**src/rtl/mem_copy_engine.sv**
```systemverilog
module mem_copy_engine #(
  parameter int AW  = 32,
  parameter int CW  = 16,
  parameter int RAW = 6
) (
  input  logic           clk,
  input  logic           rst_n,
  input  logic           cfg_we,
  input  logic [RAW-1:0] cfg_waddr,
  input  logic [31:0]    cfg_wdata,
  input  logic [RAW-1:0] cfg_raddr,
  output logic [31:0]    cfg_rdata,
  output logic           rd_req,
  output logic [AW-1:0]  rd_addr,
  input  logic           rd_valid,
  input  logic [31:0]    rd_data,
  output logic           wr_req,
  output logic [AW-1:0]  wr_addr,
  output logic [31:0]    wr_data,
  input  logic           wr_ack
);

  localparam logic [RAW-1:0] OFF_CTRL = RAW'('h00);
  localparam logic [RAW-1:0] OFF_STAT = RAW'('h04);
  localparam logic [RAW-1:0] OFF_SRC  = RAW'('h18);
  localparam logic [RAW-1:0] OFF_DST  = RAW'('h20);
  localparam logic [RAW-1:0] OFF_LEN  = RAW'('h28);
  localparam logic [AW-1:0]  STEP_A   = AW'(4);
  localparam logic [CW-1:0]  STEP_C   = CW'(4);

  typedef enum logic [1:0] {S_IDLE, S_READ, S_WRITE} state_t;

  state_t         state_q;
  logic [AW-1:0]  src_q, dst_q;
  logic [CW-1:0]  remain_q;
  logic [31:0]    hold_q;

  logic           idle, soft_rst, load_src, load_dst, start;
  logic [CW-1:0]  len_in;

  assign idle     = (state_q == S_IDLE);
  assign soft_rst = cfg_we && (cfg_waddr == OFF_CTRL) && cfg_wdata[2];
  assign load_src = cfg_we && (cfg_waddr == OFF_SRC) && idle;
  assign load_dst = cfg_we && (cfg_waddr == OFF_DST) && idle;
  assign len_in   = {cfg_wdata[CW-1:2], 2'b00};
  assign start    = cfg_we && (cfg_waddr == OFF_LEN) && idle && (len_in != '0);

  always_ff @(posedge clk or negedge rst_n) begin
    if (!rst_n) begin
      state_q  <= S_IDLE;
      src_q    <= '0;
      dst_q    <= '0;
      remain_q <= '0;
      hold_q   <= '0;
    end else if (soft_rst) begin
      state_q  <= S_IDLE;
      src_q    <= '0;
      dst_q    <= '0;
      remain_q <= '0;
      hold_q   <= '0;
    end else begin
      case (state_q)
        S_IDLE: begin
          if (load_src) src_q <= {cfg_wdata[AW-1:2], 2'b00};
          if (load_dst) dst_q <= {cfg_wdata[AW-1:2], 2'b00};
          if (start) begin
            remain_q <= len_in;
            state_q  <= S_READ;
          end
        end
        S_READ: begin
          if (rd_valid) begin
            hold_q  <= rd_data;
            state_q <= S_WRITE;
          end
        end
        S_WRITE: begin
          if (wr_ack) begin
            src_q    <= src_q + STEP_A;
            dst_q    <= dst_q + STEP_A;
            remain_q <= remain_q - STEP_C;
            state_q  <= (remain_q == STEP_C) ? S_IDLE : S_READ;
          end
        end
        default: state_q <= S_IDLE;
      endcase
    end
  end

  assign rd_req  = (state_q == S_READ);
  assign rd_addr = src_q;
  assign wr_req  = (state_q == S_WRITE);
  assign wr_addr = dst_q;
  assign wr_data = hold_q;

  always_comb begin
    case (cfg_raddr)
      OFF_STAT: cfg_rdata = {30'd0, idle, 1'b0};
      OFF_SRC:  cfg_rdata = 32'(src_q);
      OFF_DST:  cfg_rdata = 32'(dst_q);
      OFF_LEN:  cfg_rdata = 32'(remain_q);
      default:  cfg_rdata = 32'd0;
    endcase
  end

endmodule

```
**config.mk**
```make
export PLATFORM = sky130hd
export DESIGN_NAME = mem_copy_engine
export DESIGN_NICKNAME = d
export VERILOG_FILES = /design/src/rtl/mem_copy_engine.sv
export SDC_FILE = /design/constraint.sdc
export NUM_CORES = 1
export LEC_CHECK = 0
export ABC_AREA = 1
export BUFFER_PORTS_ARGS = -buffer_cell sky130_fd_sc_hd__buf_2
export CORE_ASPECT_RATIO = 0.9
export CORE_UTILIZATION = 58
export DETAILED_ROUTE_END_ITERATION = 12
export PLACE_DENSITY = 0.84
export SYNTH_ARGS = -nofsm -noshare
export SYNTH_HDL_FRONTEND = slang
export SYNTH_SLANG_ARGS = --single-unit
```
**constraint.sdc**
```tcl
create_clock -name clk -period 3.8 [get_ports clk]
set_clock_uncertainty 0.05 [all_clocks]
set_input_delay 0.38 -clock clk [delete_from_list [all_inputs] [get_ports clk]]
set_output_delay 0.38 -clock clk [all_outputs]
set_load 0.03 [all_outputs]
```
* After elaboration in Yosys (flattened, before gate mapping)
Index checks and enable logic that the tools add are counted.
Storage, ports and cells: flip-flop bits (word level) 114, output and inout bits 130, word-level logic and storage cells 65
Operators by class: $add $sub $neg 3, equal/unequal tests 15, mux-type cells 22, reduce and logical (&&, ||, !) cells 20
Operator list (number):
- 32-bit 2-to-1 mux | 9
- 32-bit one-hot mux with 2 select lines | 2
- 32-bit one-hot mux with 4 select lines | 1
- 32-bit by 3-bit adder with 32-bit output (second input constant) | 2
- 16-bit 2-to-1 mux | 3
- 16-bit one-hot mux with 2 select lines | 1
- 6-bit equality test (second input constant) | 4
- 16-bit by 3-bit equality test with 1-bit output (second input constant) | 1
- 16-bit nonzero test | 1
- 16-bit by 3-bit subtractor with 16-bit output (second input constant) | 1
- 3-bit by 1-bit != test with 1-bit output (second input constant) | 5
- 6-bit by 5-bit equality test with 1-bit output (second input constant) | 2
- 3-bit AND reduction | 4
- 1-bit logical AND | 9
- 2-bit 2-to-1 mux | 4
- 6-bit by 3-bit equality test with 1-bit output (second input constant) | 1
- 6-bit zero test | 1
- 2-bit one-hot mux with 3 select lines | 1
- 2-bit nonzero test | 2
- 3-bit nonzero test | 1
- 2-bit by 1-bit equality test with 1-bit output (second input constant) | 1
- 2-bit equality test (second input constant) | 1
- 2-bit zero test | 1
- 2-bit AND reduction | 1
- 1-bit 2-to-1 mux | 1

* Logic depth before layout (Yosys ltp)
depth after elaboration 7, depth in mapped cells 12, mapped depth without buffers 12

* Worst setup path before layout
No wires, ideal clock.
kind input to output, from input cfg_raddr[1], to output cfg_rdata[28], arrival time 1910 ps, data required time 3370 ps, setup slack 1460 ps, stages on the path 6, buffers on the path 1, cell sequence nor2_1 inv_1 nor3_1 inv_2 buf_2 o21ai_0
Between the ends: longest elaborated chain between the ends 2, elaborated cells on any way between the ends 5, classes of those cells eq/ne: 4; mux: 1
Ends and longest elaborated chain:
- start: declaration | line 11 | input logic [RAW-1:0] cfg_raddr,
- 6-bit equality test, or another cell as far along | line 97 | case (cfg_raddr)
- 32-bit one-hot mux with 4 select lines * | line 97
- end: declaration | line 12 | output logic [31:0] cfg_rdata,
Every way passes the cells marked *; elsewhere a longest branch is shown, timed or not.

* Worst setup path in the final report
from register state_q[0], to register dst_q[15], in the netlist wr_addr[15]
Between the ends: longest elaborated chain between the ends 4, elaborated cells on any way between the ends 9, classes of those cells eq/ne: 3; mux: 2; reduce/logical: 4
Ends and longest elaborated chain:
- start: declaration | line 33 | state_t state_q;
- start signal: assignment | line 82 | state_q <= (remain_q == STEP_C) ? S_IDLE : S_READ;
- 2-bit zero test | line 41, 62
- 1-bit logical AND | line 44 | assign load_dst = cfg_we && (cfg_waddr == OFF_DST) && idle;
- 3-bit by 1-bit != test with 1-bit output (no source line)
- 3-bit AND reduction (no source line)
- end signal: assignment | line 65 | if (load_dst) dst_q <= {cfg_wdata[AW-1:2], 2'b00};
- end signal: assignment | line 80 | dst_q <= dst_q + STEP_A;
- end: declaration | line 34 | logic [AW-1:0] src_q, dst_q;
Parallel ways exist; a longest one is shown, timed or not. A chain may end at the register's enable or synchronous reset.

==> qor.yml <==
yosys_warnings: 0
antenna_found_initial: 0
utilization: 0.7029
ys_seq_area_frac: 0.3583
rows: 39
finalWeightedCongestion: 1.038
first_iter_violations: 1092
peakVddDrop_mv: 0.6219
max_freq_mhz: 414.8
nets: 1472
drv_cap: 0
synth_area_um2: 7542
root_buffer: "clkbuf_16"
vias: 8649
dp_hpwl_um: 18670
area_growth_syn_to_layout_pct: 18.23
grt_pass1_vias: 7451
diodes: 0
grt_max_degree: 71
track_usage: 0.3765
slew_headroom: 0.3701
io_pins: 211
hold_path_class: "input port to asynchronous set/reset pin"
cts_hold_buf: 0
cts_tree: "done"
drt-vias-per-instance: 5.558
synth-edff-count: 0
cts_setup_buffers: 0
end_kind: "register"
clkSinkCount: 108
cts_resized: 0
drive_gt1_frac: 0.1774
final_antenna_net_count: 0
yosys.cell_types.count: 37
leakage_uw: 0.004745
tightest_slew_ps: 944.9
h-tree-depth: 3
ys_ff_latch: 108
critPathRequiredTime_ps: 3990
finalCritPeriodShare: 0.6344
syn_inst: 1206
grt_pass1_wl_um: 38250
fp.dieArea_um2: 13460
yosys-top-cells-area: "dfrtp_1 (36%), nand2_1 (18%), nor2_1 (10%), inv_1 (8.6%), o21ai_0 (6.2%)"
drv_slew: 0
grt_overflow_total: 0
cts_buffers: 9
clk_transition_reported_paths_ps: 80
die_y_um: 110.2
start_util: 0.5945
drcViolationCount: 0
clock_latency_ps: 370
finalSetupTns_ps: 0
wire_per_inst_um: 15.99
status: "complete, no violations"
worstSetupStartpointType: "register"
dr.pass1.iters: 6
portBuffers: 203
crit_type: "register to register"
synth_top_area_share: 0.3583
yosys.cell_count.top_type: "nand2_1"
finalCriticalPeriod_ps: 2411
finalPower_uw: 8017
synth_area_leader_cell: "dfrtp_1"
hold_viol_final: 0
drt_wl_total_um: 24880
die_w_um: 122.2
worstPathArrival_ps: 2600
coreArea_um2: 12690
cts_buffer_depth: 2
powerDensity_nw_per_um2: 899.0
synthFlopType: "dfrtp_1"
rr_worst_depth: 8
rsz0062_at_grt: "false"
setup_viol: 0
cp_max_fo: 33
avgSynthCellArea_um2: 6.254
async_flop_share: 1.000
synthTopCellsByCount: "nand2_1 (352), nor2_1 (209), inv_1 (172), dfrtp_1 (108), o21ai_0 (93)"
layout make-up:
type / count / area (µm²)
fillers: 1180 / 3770
repair buffers: 213 / 1106
clock inverters: 7 / 78.83
multi-input cells: 878 / 3930
clock buffers: 9 / 225.2
flip-flops and latches: 108 / 2703
inverters: 177 / 669.4
well taps: 164 / 205.2
power breakdown:
part           internal (µW)  switching [µW]
clock                    473             520
sequential              1740             698
combinational           1270            3320
layout by cell type (no fill, tap or decap), types with 3 or more instances in the layout:
cell type,synthesis,layout
o21ai_1,11,11
buf_4,12,10
buf_2,15,202
nand4_1,11,11
ha_1,4,4
clkbuf_16,0,9
nand2_1,352,352
nor2_1,209,209
o21ai_0,93,93
dfrtp_1,108,108
nor2_2,3,3
nand3b_1,4,4
o22ai_1,13,13
inv_8,0,4
a31oi_1,32,32
inv_2,2,3
conb_1,1,5
nand3_1,81,81
inv_1,172,171
xor2_1,3,3
o221ai_1,11,11
nor3_1,11,11
nand2_4,4,4
a21oi_1,17,17
flip-flops by register name, indices dropped and copies added (netlist names):
signal    count
state_q       2
wr_addr      30
wr_data      32
remain_q     14
rd_addr      30
logic make-up (layout without fill, tap and decap cells):
family	count (synthesis)	in the layout	share of synthesized area
simple gates	680	680	0.3668
buf+inv	224	406	0.1226
compound gates	186	186	0.1417
flops	108	108	0.3583
fa+ha+maj	4	4	0.006636
xor+xnor	3	3	0.003484
other cells	1	5	0.0004972
layer usage:
layer	up-vias	global-route usage	wire (µm)
met5	-	0	0
met4	0	0.1124	543
met3	42	0.1085	3270
met2	529	0.5526	10740
met1	3906	0.5361	10330
li1	4172	-	-
worst max-delay path: stages, from the launching register on:
cell	delay (ps)
dfrtp_1	440
inv_2	120
nand2_4	160
nor2_2	210
o21ai_4	150
nand2_4	330
clkinv_2	460
nand3_1	230
o21ai_0	120
through the flow:
stage	hold slack [ps]	area, µm²	setup slack [ps]	std cells
3_5_place_dp	454.8	8613	1298	1540
6_report	77.24	8917	1389	1556
3_3_place_gp	444.6	8613	1370	1540
4_1_cts	130.3	8917	1438	1556
2_1_floorplan	34.41	7557	1460	1210
5_1_grt	146.1	8917	1242	1556
final timing paths:
| path | slack, ps | startpoint | to |
|---|---|---|---|
| max | 1390 | state_q[0] | wr_addr[15] |
| min | 80 | rst_n | wr_addr[6] |
| max reg2reg | 1390 | state_q[0] | wr_addr[15] |
| min reg2reg | 470 | remain_q[3] | remain_q[3] |
| max in group asynchronous | 2760 | rst_n | rd_addr[16] |
| min in group clk | 160 | rd_data[8] | wr_data[8] |
No activity file was read; power rests on OpenSTA's default activity.
